**src/rtl/squash_redirect_pkg.sv**
```systemverilog
package squash_redirect_pkg;

  localparam int SRG_PC_W  = 32;
  localparam int SRG_SEQ_W = 16;

  typedef enum logic [1:0] {
    CAUSE_NONE   = 2'd0,
    CAUSE_BRANCH = 2'd1,
    CAUSE_MEMORD = 2'd2,
    CAUSE_LDBLK  = 2'd3
  } sq_cause_e;

  typedef struct packed {
    logic                 vld;
    logic                 incl;
    logic                 brmis;
    logic                 taken;
    logic                 dsq;
    logic                 ack;
    logic [SRG_SEQ_W-1:0] seq;
    logic [SRG_PC_W-1:0]  pc;
    logic [SRG_PC_W-1:0]  mispc;
  } sq_req_t;

endpackage

```
**src/rtl/srg_branch_eval.sv**
```systemverilog
module srg_branch_eval
  import squash_redirect_pkg::*;
#(
  parameter bit DELAY_SLOT = 1'b1,
  parameter int INST_BYTES = 4
) (
  input  logic [SRG_PC_W-1:0] pc_i,
  input  logic [SRG_PC_W-1:0] npc_i,
  input  logic [SRG_PC_W-1:0] nnpc_i,
  output logic                taken_o,
  output logic                dsq_o,
  output logic [SRG_PC_W-1:0] restart_o
);

  localparam logic [SRG_PC_W-1:0] STEP1 = SRG_PC_W'(INST_BYTES);
  localparam logic [SRG_PC_W-1:0] STEP2 = SRG_PC_W'(2 * INST_BYTES);
  localparam logic [SRG_PC_W-1:0] STEP3 = SRG_PC_W'(3 * INST_BYTES);

  logic seq_fall;
  assign seq_fall = (npc_i == pc_i + STEP1);

  generate
    if (DELAY_SLOT) begin : g_ds
      logic nn_seq2, nn_seq3;
      always_comb begin
        nn_seq2   = (nnpc_i == pc_i + STEP2);
        nn_seq3   = (nnpc_i == pc_i + STEP3);
        taken_o   = !nn_seq2 && !nn_seq3;
        dsq_o     = !seq_fall;
        restart_o = dsq_o ? npc_i : nnpc_i;
      end
    end else begin : g_nods
      logic unused_nnpc;
      assign unused_nnpc = ^nnpc_i;
      always_comb begin
        taken_o   = !seq_fall;
        dsq_o     = 1'b0;
        restart_o = npc_i;
      end
    end
  endgenerate

endmodule

```
**src/rtl/srg_thread_sel.sv**
```systemverilog
module srg_thread_sel
  import squash_redirect_pkg::*;
(
  input  logic                 bm_vld_i,
  input  logic [SRG_SEQ_W-1:0] bm_seq_i,
  input  logic [SRG_PC_W-1:0]  bm_pc_i,
  input  logic                 bm_taken_i,
  input  logic                 bm_dsq_i,
  input  logic [SRG_PC_W-1:0]  bm_restart_i,
  input  logic                 mo_vld_i,
  input  logic [SRG_SEQ_W-1:0] mo_seq_i,
  input  logic [SRG_PC_W-1:0]  mo_npc_i,
  input  logic                 lb_vld_i,
  input  logic [SRG_SEQ_W-1:0] lb_seq_i,
  input  logic [SRG_PC_W-1:0]  lb_pc_i,
  output sq_req_t              req_o,
  output sq_cause_e            cause_o
);

  // Redirect flag starts clear every cycle; the first trigger in rank
  // order sets it and masks the rest.
  logic redirected;

  always_comb begin
    req_o      = '0;
    cause_o    = CAUSE_NONE;
    redirected = 1'b0;
    if (!redirected && bm_vld_i) begin
      redirected  = 1'b1;
      cause_o     = CAUSE_BRANCH;
      req_o.vld   = 1'b1;
      req_o.brmis = 1'b1;
      req_o.seq   = bm_seq_i;
      req_o.mispc = bm_pc_i;
      req_o.taken = bm_taken_i;
      req_o.dsq   = bm_dsq_i;
      req_o.pc    = bm_restart_i;
    end
    if (!redirected && mo_vld_i) begin
      redirected  = 1'b1;
      cause_o     = CAUSE_MEMORD;
      req_o.vld   = 1'b1;
      req_o.seq   = mo_seq_i;
      req_o.pc    = mo_npc_i;
    end
    if (!redirected && lb_vld_i) begin
      redirected  = 1'b1;
      cause_o     = CAUSE_LDBLK;
      req_o.vld   = 1'b1;
      req_o.incl  = 1'b1;
      req_o.ack   = 1'b1;
      req_o.seq   = lb_seq_i;
      req_o.pc    = lb_pc_i;
    end
  end

endmodule

```
**src/rtl/srg_event_count.sv**
```systemverilog
module srg_event_count #(
  parameter int NUM_THREADS = 2,
  parameter int CNT_W       = 16
) (
  input  logic                   clk,
  input  logic                   rst_n,
  input  logic [NUM_THREADS-1:0] inc_i,
  output logic [CNT_W-1:0]       cnt_o
);

  logic [CNT_W-1:0] add_amt;
  logic [CNT_W-1:0] cnt_d;
  logic             cnt_en;

  always_comb begin
    add_amt = '0;
    for (int t = 0; t < NUM_THREADS; t++) begin
      add_amt = add_amt + CNT_W'(inc_i[t]);
    end
    cnt_en = |inc_i;
    cnt_d  = cnt_o + add_amt;
  end

  always_ff @(posedge clk or negedge rst_n) begin
    if (!rst_n) begin
      cnt_o <= '0;
    end else if (cnt_en) begin
      cnt_o <= cnt_d;
    end
  end

  // never advances by more than one per thread in a cycle
  a_r10_step_bounded: assert property (@(posedge clk) disable iff (!rst_n)
    (CNT_W'(cnt_o - $past(cnt_o)) <= CNT_W'(NUM_THREADS)));

endmodule

```
**src/rtl/squash_redirect_gen.sv**
```systemverilog
module squash_redirect_gen
  import squash_redirect_pkg::*;
#(
  parameter int NUM_THREADS = 2,
  parameter bit DELAY_SLOT  = 1'b1,
  parameter int INST_BYTES  = 4,
  parameter int CNT_W       = 16
) (
  input  logic                             clk,
  input  logic                             rst_n,
  input  logic [NUM_THREADS-1:0]           bm_vld_i,
  input  logic [NUM_THREADS-1:0]           bm_pred_taken_i,
  input  logic [NUM_THREADS*SRG_SEQ_W-1:0] bm_seq_i,
  input  logic [NUM_THREADS*SRG_PC_W-1:0]  bm_pc_i,
  input  logic [NUM_THREADS*SRG_PC_W-1:0]  bm_npc_i,
  input  logic [NUM_THREADS*SRG_PC_W-1:0]  bm_nnpc_i,
  input  logic [NUM_THREADS-1:0]           mo_vld_i,
  input  logic [NUM_THREADS*SRG_SEQ_W-1:0] mo_seq_i,
  input  logic [NUM_THREADS*SRG_PC_W-1:0]  mo_npc_i,
  input  logic [NUM_THREADS-1:0]           lb_vld_i,
  input  logic [NUM_THREADS*SRG_SEQ_W-1:0] lb_seq_i,
  input  logic [NUM_THREADS*SRG_PC_W-1:0]  lb_pc_i,
  output logic [NUM_THREADS-1:0]           sq_vld_o,
  output logic [NUM_THREADS*SRG_SEQ_W-1:0] sq_seq_o,
  output logic [NUM_THREADS-1:0]           sq_incl_o,
  output logic [NUM_THREADS*SRG_PC_W-1:0]  sq_pc_o,
  output logic [NUM_THREADS*SRG_PC_W-1:0]  sq_mispc_o,
  output logic [NUM_THREADS-1:0]           sq_brmis_o,
  output logic [NUM_THREADS-1:0]           sq_taken_o,
  output logic [NUM_THREADS-1:0]           sq_dsq_o,
  output logic [NUM_THREADS-1:0]           lb_ack_o,
  output logic [CNT_W-1:0]                 cnt_pt_o,
  output logic [CNT_W-1:0]                 cnt_pnt_o,
  output logic [CNT_W-1:0]                 cnt_mo_o
);

  localparam int PW = SRG_PC_W;
  localparam int SW = SRG_SEQ_W;

  sq_req_t                req_d [NUM_THREADS];
  sq_req_t                req_q [NUM_THREADS];
  sq_cause_e              cause [NUM_THREADS];
  logic [NUM_THREADS-1:0] inc_pt, inc_pnt, inc_mo;

  genvar t;
  generate
    for (t = 0; t < NUM_THREADS; t++) begin : g_thr
      logic          br_taken, br_dsq;
      logic [PW-1:0] br_restart;

      srg_branch_eval #(
        .DELAY_SLOT (DELAY_SLOT),
        .INST_BYTES (INST_BYTES)
      ) u_beval (
        .pc_i      (bm_pc_i[t*PW +: PW]),
        .npc_i     (bm_npc_i[t*PW +: PW]),
        .nnpc_i    (bm_nnpc_i[t*PW +: PW]),
        .taken_o   (br_taken),
        .dsq_o     (br_dsq),
        .restart_o (br_restart)
      );

      srg_thread_sel u_sel (
        .bm_vld_i     (bm_vld_i[t]),
        .bm_seq_i     (bm_seq_i[t*SW +: SW]),
        .bm_pc_i      (bm_pc_i[t*PW +: PW]),
        .bm_taken_i   (br_taken),
        .bm_dsq_i     (br_dsq),
        .bm_restart_i (br_restart),
        .mo_vld_i     (mo_vld_i[t]),
        .mo_seq_i     (mo_seq_i[t*SW +: SW]),
        .mo_npc_i     (mo_npc_i[t*PW +: PW]),
        .lb_vld_i     (lb_vld_i[t]),
        .lb_seq_i     (lb_seq_i[t*SW +: SW]),
        .lb_pc_i      (lb_pc_i[t*PW +: PW]),
        .req_o        (req_d[t]),
        .cause_o      (cause[t])
      );

      always_comb begin
        inc_pt[t]  = (cause[t] == CAUSE_BRANCH) &&  bm_pred_taken_i[t];
        inc_pnt[t] = (cause[t] == CAUSE_BRANCH) && !bm_pred_taken_i[t];
        inc_mo[t]  = (cause[t] == CAUSE_MEMORD);
      end

      always_ff @(posedge clk or negedge rst_n) begin
        if (!rst_n) begin
          req_q[t] <= '0;
        end else begin
          req_q[t] <= req_d[t];
        end
      end

      assign sq_vld_o[t]               = req_q[t].vld;
      assign sq_seq_o[t*SW +: SW]      = req_q[t].seq;
      assign sq_incl_o[t]              = req_q[t].incl;
      assign sq_pc_o[t*PW +: PW]       = req_q[t].pc;
      assign sq_mispc_o[t*PW +: PW]    = req_q[t].mispc;
      assign sq_brmis_o[t]             = req_q[t].brmis;
      assign sq_taken_o[t]             = req_q[t].taken;
      assign sq_dsq_o[t]               = req_q[t].dsq;
      assign lb_ack_o[t]               = req_q[t].ack;

      // an acknowledge only travels with an inclusive, non-branch squash
      a_r7_ack_inclusive: assert property (@(posedge clk) disable iff (!rst_n)
        lb_ack_o[t] |-> (sq_vld_o[t] && sq_incl_o[t] && !sq_brmis_o[t]));

      // delay-slot discard is a branch-only attribute
      a_r4_dsq_needs_branch: assert property (@(posedge clk) disable iff (!rst_n)
        sq_dsq_o[t] |-> sq_brmis_o[t]);

      // a mispredict always wins its thread one cycle later
      a_r8_branch_wins: assert property (@(posedge clk) disable iff (!rst_n)
        bm_vld_i[t] |=> (sq_brmis_o[t] && !lb_ack_o[t]));

      // no trigger, no request next cycle
      a_r11_idle_quiet: assert property (@(posedge clk) disable iff (!rst_n)
        !(bm_vld_i[t] || mo_vld_i[t] || lb_vld_i[t]) |=> !sq_vld_o[t]);
    end
  endgenerate

  srg_event_count #(.NUM_THREADS(NUM_THREADS), .CNT_W(CNT_W)) u_cnt_pt (
    .clk (clk), .rst_n (rst_n), .inc_i (inc_pt), .cnt_o (cnt_pt_o));

  srg_event_count #(.NUM_THREADS(NUM_THREADS), .CNT_W(CNT_W)) u_cnt_pnt (
    .clk (clk), .rst_n (rst_n), .inc_i (inc_pnt), .cnt_o (cnt_pnt_o));

  srg_event_count #(.NUM_THREADS(NUM_THREADS), .CNT_W(CNT_W)) u_cnt_mo (
    .clk (clk), .rst_n (rst_n), .inc_i (inc_mo), .cnt_o (cnt_mo_o));

endmodule

```
**config.mk**
```make
export PLATFORM = sky130hd
export DESIGN_NAME = squash_redirect_gen
export DESIGN_NICKNAME = d
export VERILOG_FILES = /design/src/rtl/squash_redirect_pkg.sv /design/src/rtl/srg_branch_eval.sv /design/src/rtl/srg_thread_sel.sv /design/src/rtl/srg_event_count.sv /design/src/rtl/squash_redirect_gen.sv
export SDC_FILE = /design/constraint.sdc
export NUM_CORES = 1
export LEC_CHECK = 0
export BUFFER_PORTS_ARGS = -buffer_cell sky130_fd_sc_hd__buf_4
export CAP_MARGIN = 20
export CORE_AREA = 2 2 254 256
export CTS_CLUSTER_DIAMETER = 150
export DETAILED_ROUTE_END_ITERATION = 10
export DIE_AREA = 0 0 256 258
export GPL_TIMING_DRIVEN = 0
export SYNTH_ARGS = -nofsm -noshare
export SYNTH_HDL_FRONTEND = slang
export SYNTH_HIERARCHICAL = 1
export SYNTH_SLANG_ARGS = --single-unit
```
**constraint.sdc**
```tcl
create_clock -name clk -period 2.3 [get_ports clk]
set_input_delay 0.23 -clock clk [delete_from_list [all_inputs] [get_ports clk]]
set_output_delay 0.23 -clock clk [all_outputs]
set_load 0.005 [all_outputs]
```
# Yosys cells after proc, flatten, opt, wreduce, memory -nomap -nowiden
# Index checks and enable logic that the tools add are counted.
dict set report word_totals {
  inputBits 426
  output_inout_bits 220
  wordCells 90
  reg_bits 220
}
dict set report classes {
  n_mux 22
  n_eq_ne 10
  n_reduce_logical 25
  n_addsub 12
}
# op n
set op_table {}
lappend op_table {{32-bit == test} 6}
lappend op_table {{80-bit 2-to-1 mux} 2}
lappend op_table {{32-bit by 4-bit adder with 32-bit output (second input constant)} 4}
lappend op_table {{49-bit 2-to-1 mux} 2}
lappend op_table {{48-bit 2-to-1 mux} 2}
lappend op_table {{32-bit by 3-bit adder with 32-bit output (second input constant)} 2}
lappend op_table {{32-bit 2-to-1 mux} 2}
lappend op_table {{16-bit adder} 3}
lappend op_table {{1-bit zero test} 12}
lappend op_table {{2-bit 2-to-1 mux} 6}
lappend op_table {{1-bit logical AND} 10}
lappend op_table {{1-bit by 1-bit adder with 2-bit output} 3}
lappend op_table {{1-bit 2-to-1 mux} 6}
lappend op_table {{3-bit 2-to-1 mux} 2}
lappend op_table {{2-bit OR reduction} 3}
lappend op_table {{2-bit by 1-bit == test with 1-bit output (second input constant)} 2}
lappend op_table {{2-bit == test (second input constant)} 2}

# Depth between registers and ports, before layout
dict set report logic_depth {
  word_depth 11
  ltp_mapped 13
}

# Modules after synthesis
# Netlist, hierarchy kept.
# module n_inst area_each_um2 cells_each
set by_module_without_submodules {}
lappend by_module_without_submodules {srg_branch_eval 2 3278.1 423}
lappend by_module_without_submodules {squash_redirect_gen 1 4359.2 178}
lappend by_module_without_submodules {srg_thread_sel 2 1612.8 266}
lappend by_module_without_submodules {{srg_event_count at u_cnt_pnt ...} 2 732.0 60}
lappend by_module_without_submodules {{srg_event_count at u_cnt_mo} 1 765.7 63}

# Worst setup path before layout
# Ideal clock, no wire load.
dict set report synth_path {
  path_type {input port to flip-flop}
  from {in bm_pc_i[2]}
  to {reg req_q, in the netlist sq_pc_o[10]}
  cell_stages 13
  arrival_time_ps 2764
  slack_ps -586
  setup_time_ps 122
  path_cell_list {buf_2 -> inv_1 -> ha_1 -> xor2_1 -> nor4_1 -> nand2_1 -> nor4_1 -> nand4_1 -> nor4_4 -> buf_8 -> mux2_4 -> nor2b_1 -> a21oi_1}
}
# item line
set synth_rtl {}
lappend synth_rtl {{start: declaration} squash_redirect_gen.sv:14} ;# input logic [NUM_THREADS*SRG_PC_W-1:0] bm_pc_i,
lappend synth_rtl {{end signal: indexed assignment} squash_redirect_gen.sv:90} ;# req_q[t] <= req_d[t];
lappend synth_rtl {{end: declaration} squash_redirect_gen.sv:41} ;# sq_req_t req_q [NUM_THREADS];

==> reports/results.env <==
OUTCOME='complete, but fails checks'
FAILING_CHECKS='negative setup slack'
DRT-PASS1-ITER-COUNT=6
TIMING_WORST_SLEW_PIN_VALUE_NS=0.8098
IO_PINS=646
POWER_SWITCHING_SHARE_PCT=31.65
CRITICAL_PATH_START_TYPE='primary input'
NNETSFINAL=3159
RSZ_0062_RAISED_AFTER_GLOBAL_ROUTING='true'
AREAGROWTHSYNTHTOFINISH_PCT=69.63
ROUTED_WIRELENGTH_UM=82670
YS_TYPES=81
REG2REG_FROM='u_cnt_pnt/cnt_o[0]$_DFFE_PN0P_'
ASYNCSETRESETFLOPFRACSYNTH_PCT=100.0
PLACE_CONGESTION=0.9915
SYN-CELL-AREA_UM2=16370
SYNTH-WARNING-COUNT=6
SETUP.WORST_PATH.START='bm_pc_i[2]'
LAYOUT-DRIVE-GT1-SHARE_PCT=41.66
POWER.DENSITY_CELL_AREA_nW_PER_UM2=475.5
CLOCK_PATH_BUFFERS=3
FLOORPLAN_DIE_AREA_UM2=66050
POST-ROUTE-UTIL_PCT=43.63
SYNTHESIS.NETS=2179
HTREEDEPTH=1
DIE_W_UM=256
CORE_AREA_UM2=63650
GLOBAL_ROUTE_WIRE_LENGTH_BEFORE_REPAIR_UM=120500
ROUTED_VIA_DENSITY=5.008
GR-TOTAL-OVERFLOW=0
SYNTH_TOP_FLOP_CELL='sky130_fd_sc_hd__dfrtp_1'
AVERAGE_FOOTPRINT_OF_A_SYNTHESIZED_CELL_UM2=9.414
TIMING.FINAL.WS_SETUP_NS=-0.2414
ROUTE.VIAS.TOTAL=18030
SETUP.WORST_PATH.CLASS='primary input to flip-flop'
SYNTH-EDFF-COUNT=0
SYNTH_TOP_AREA_CELL='sky130_fd_sc_hd__dfrtp_1'
FLOORPLAN.ROWS=93
TIMING.FINAL.HOLD_VIOLATIONS=0
YS_SEQ_AREA_SHARE_PCT=33.63
PLACEMENT.SETUP.WORST_SLACK_NS=-2.025
MET2_USAGE_PCT=42.41
LAYOUT_COMMONEST_CELL='sky130_fd_sc_hd__buf_4'
GRT.TOTAL_USAGE_PCT=23.77
WORSTPATHREQUIRED_NS=2.76
VDD_IR_DROP_MAX_V=0.0005431
ARRIVAL_TIME_AT_THE_WORST_ENDPOINT_NS=3.00
FF2FF_PATH_DEPTH=8
HPWL_UM=64140
FINAL_MAX_SLEW_VIOL_COUNT=0
FINAL_CELL_MIX='sky130_fd_sc_hd__buf_4, sky130_fd_sc_hd__dlygate4sd3_1, sky130_fd_sc_hd__dfrtp_1, sky130_fd_sc_hd__a21oi_1, sky130_fd_sc_hd__xnor2_1'
POWER_LEAKAGE_nW=11.85
MAXCAPVIOLCOUNT=0
SYNTH_SEQ_CELLS=220
COMBPWRFRAC_PCT=31.8
DETAILEDROUTE.FIRSTITERATIONVIOLATIONS=1420
POWER_REPORT.INTERNAL_TOTAL_W=0.009025
N_FILL_CELL=5996
NUMBER_OF_BUFFERS_CREATED_BY_CTS=29
CLOCK_INSERTION_DELAY_WORST_SKEW_NS=0.58
SYNTHTOPCELLSBYAREA='sky130_fd_sc_hd__dfrtp_1, sky130_fd_sc_hd__xnor2_1, sky130_fd_sc_hd__a21oi_1'
CRIT_PATH_END='sq_pc_o[2]$_DFF_PN0_'
GRT_USE_MET3_PCT=4.358
CTS.SINK_COUNT=220
MAX-SLEW-MARGIN-REL_PCT=46.01
DIEHEIGHT_UM=258
P_SWITCHING_W=0.004180
WL_PER_CELL_UM=22.96
PIN_COUNT_OF_THE_BIGGEST_NET_ENTERING_GLOBAL_ROUTING=78
CLK_ROOT_BUFFER_CELL='sky130_fd_sc_hd__clkbuf_16'
R2R-END='u_cnt_pnt/cnt_o[8]$_DFFE_PN0P_'
POWER_FRAC_CLOCK_PCT=34.7
DRTANTENNAVIOLNETS=0
GR_LAYER_USAGE_MET1_PCT=27.13
CP_MAX_FO=5
CLK_PIN_SLEW_NS=0.06
YOSYS.AREA.TOP_TYPE_SHARE_PCT=33.63
FINAL.PERIOD_UTILIZATION_PCT=110.5
GRT-BUSIEST-LAYER='met2'
SYN_INST=1739
SEQ_POWER_SHARE_PCT=33.5
NUMPORTBUFFERS=639
REG2REG_SETUP_SLACK_NS=0.44
FINALCRITICALPERIOD_NS=2.541
FINALSETUPVIOLATIONS=64
TRITONCTS='yes'
INITIAL_CORE_UTIL_PCT=25.72
CRITPATHCAPTURETYPE='flip-flop'
NUMBER_OF_ANTENNA_VIOLATIONS_AT_THE_FIRST_CHECK_IN_GLOBAL_ROUTING=8
HOLD_PATH.CLASS='primary input to flip-flop'
POST-ROUTE-DRC-COUNT=0
WORST_CLOCK_SKEW_NS=0.005630
GRT_PASS1_VIAS=18890
MAX_FREQ_MHz=393.5
## per-stage QoR
stage / instance area, um^2 / cells / TNS, ns / hold WS (ns) / power [W]
detailed placement: 22520 / 3235 / -121.70 / 0.2509 / 0.008045
CTS: 27070 / 3576 / -11.72 / 0.001303 / 0.01318
global placement: 22460 / 3233 / -296.56 / 0.3397 / 0.007981
floorplan: 16590 / 1739 / -32.09 / -0.06559 / 0.006037
global route: 27770 / 3599 / -15.07 / 0.02199 / 0.01380
finish: 27770 / 3600 / -10.13 / 0.01778 / 0.01321
## how the worst min path moves through the flow
stage | startpoint | to | cells after the start | slack [ns]
floorplan | rst_n | lb_ack_o[0]$_DFF_PN0_ | 0 | -0.07
detailed placement | rst_n | sq_mispc_o[16]$_DFF_PN0_ | 1 | 0.25
CTS | lb_vld_i[1] | sq_vld_o[1]$_DFF_PN0_ | 2 | 0.001
global route | lb_vld_i[0] | sq_pc_o[0]$_DFF_PN0_ | 3 | 0.02
global placement | bm_vld_i[0] | sq_brmis_o[0]$_DFF_PN0_ | 1 | 0.34
finish | lb_vld_i[0] | sq_pc_o[0]$_DFF_PN0_ | 3 | 0.02
## synth_stat cells (all sizes together), types with 42 or more instances
| master | instances |
|---|---|
| dfrtp | 220 |
| a21oi | 212 |
| xnor2 | 159 |
| nor2b | 103 |
| nand3b | 101 |
| buf | 90 |
| xor2 | 87 |
| nand2 | 85 |
| and2 | 72 |
| nand4 | 71 |
| mux2 | 69 |
| nor2 | 62 |
| nand3 | 42 |
## cell families after synthesis
kind of cell / after synthesis / share of synthesized area (%)
multiplexers: 71 / 6.244
AND/OR/NAND/NOR: 698 / 27.18
flip-flops: 220 / 33.63
XOR/XNOR: 246 / 13.21
buffers and inverters: 148 / 5.809
AO/OA/AOI/OAI: 342 / 12.73
adder cells (fa/ha/maj): 14 / 1.208
## sequential cells by signal (all words and copies together) (netlist names)
signal,flops
sq_mispc_o,64
sq_pc_o,64
sq_seq_o,32
u_cnt_mo/cnt_o,16
u_cnt_pnt/cnt_o,16
u_cnt_pt/cnt_o,16
lb_ack_o,2
sq_brmis_o,2
sq_dsq_o,2
sq_incl_o,2
sq_taken_o,2
sq_vld_o,2
## area by class of cell
cell class	instances	area (um^2)	area share (%)
repair buffers	980	8427	30.35
inverters	22	87.58	0.3154
multi-input cells	1371	10990	39.57
plain buffers	95	725.7	2.613
clock inverters	12	123.9	0.4461
flip-flops and latches	220	5505	19.83
clock buffers	41	830.8	2.992
diodes	4	10.01	0.03605
well taps	855	1070	3.852
## per-layer routing
metal	up-vias	part of all wire (%)	wire length, um
met1	8809	38	31280
met4	2	5.6	4670
met2	841	50	41130
met3	192	6.8	5588
li1	8184	-	-
met5	-	0.012	10
## power groups by stage
| stage | Sequential, W | Clock, W | Combinational [W] |
|---|---|---|---|
| floorplan | 0.00449 | 0 | 0.00155 |
| global placement | 0.00448 | 0 | 0.00350 |
| detailed placement | 0.00449 | 0 | 0.00355 |
| CTS | 0.00443 | 0.00469 | 0.00406 |
| global route | 0.00447 | 0.00486 | 0.00447 |
| finish | 0.00443 | 0.00458 | 0.00419 |
## worst max-delay path, cell delays in order
cell	delay, ns
sky130_fd_sc_hd__buf_8	0.09
sky130_fd_sc_hd__buf_6	0.12
sky130_fd_sc_hd__buf_12	0.10
sky130_fd_sc_hd__nand4_4	0.15
sky130_fd_sc_hd__o31ai_4	0.28
sky130_fd_sc_hd__nand4_1	0.24
sky130_fd_sc_hd__a2111oi_4	0.42
sky130_fd_sc_hd__nand4_1	0.19
sky130_fd_sc_hd__nor4_4	0.19
sky130_fd_sc_hd__buf_4	0.18
sky130_fd_sc_hd__buf_12	0.12
sky130_fd_sc_hd__buf_12	0.10
sky130_fd_sc_hd__buf_12	0.11
sky130_fd_sc_hd__mux2_4	0.30
sky130_fd_sc_hd__nor2b_1	0.12
sky130_fd_sc_hd__a21oi_1	0.06
## what timing repair did
action / in CTS / in global routing
gates cloned: 5 / 0
gates resized for setup: 166 / 136
hold endpoints to repair: 237 / 3
pin swaps: 50 / 52
endpoints found under the setup margin: 68 / 70
hold buffers: 251 / 3
setup buffers: 49 / 34
(Power assumes the default switching activity.)
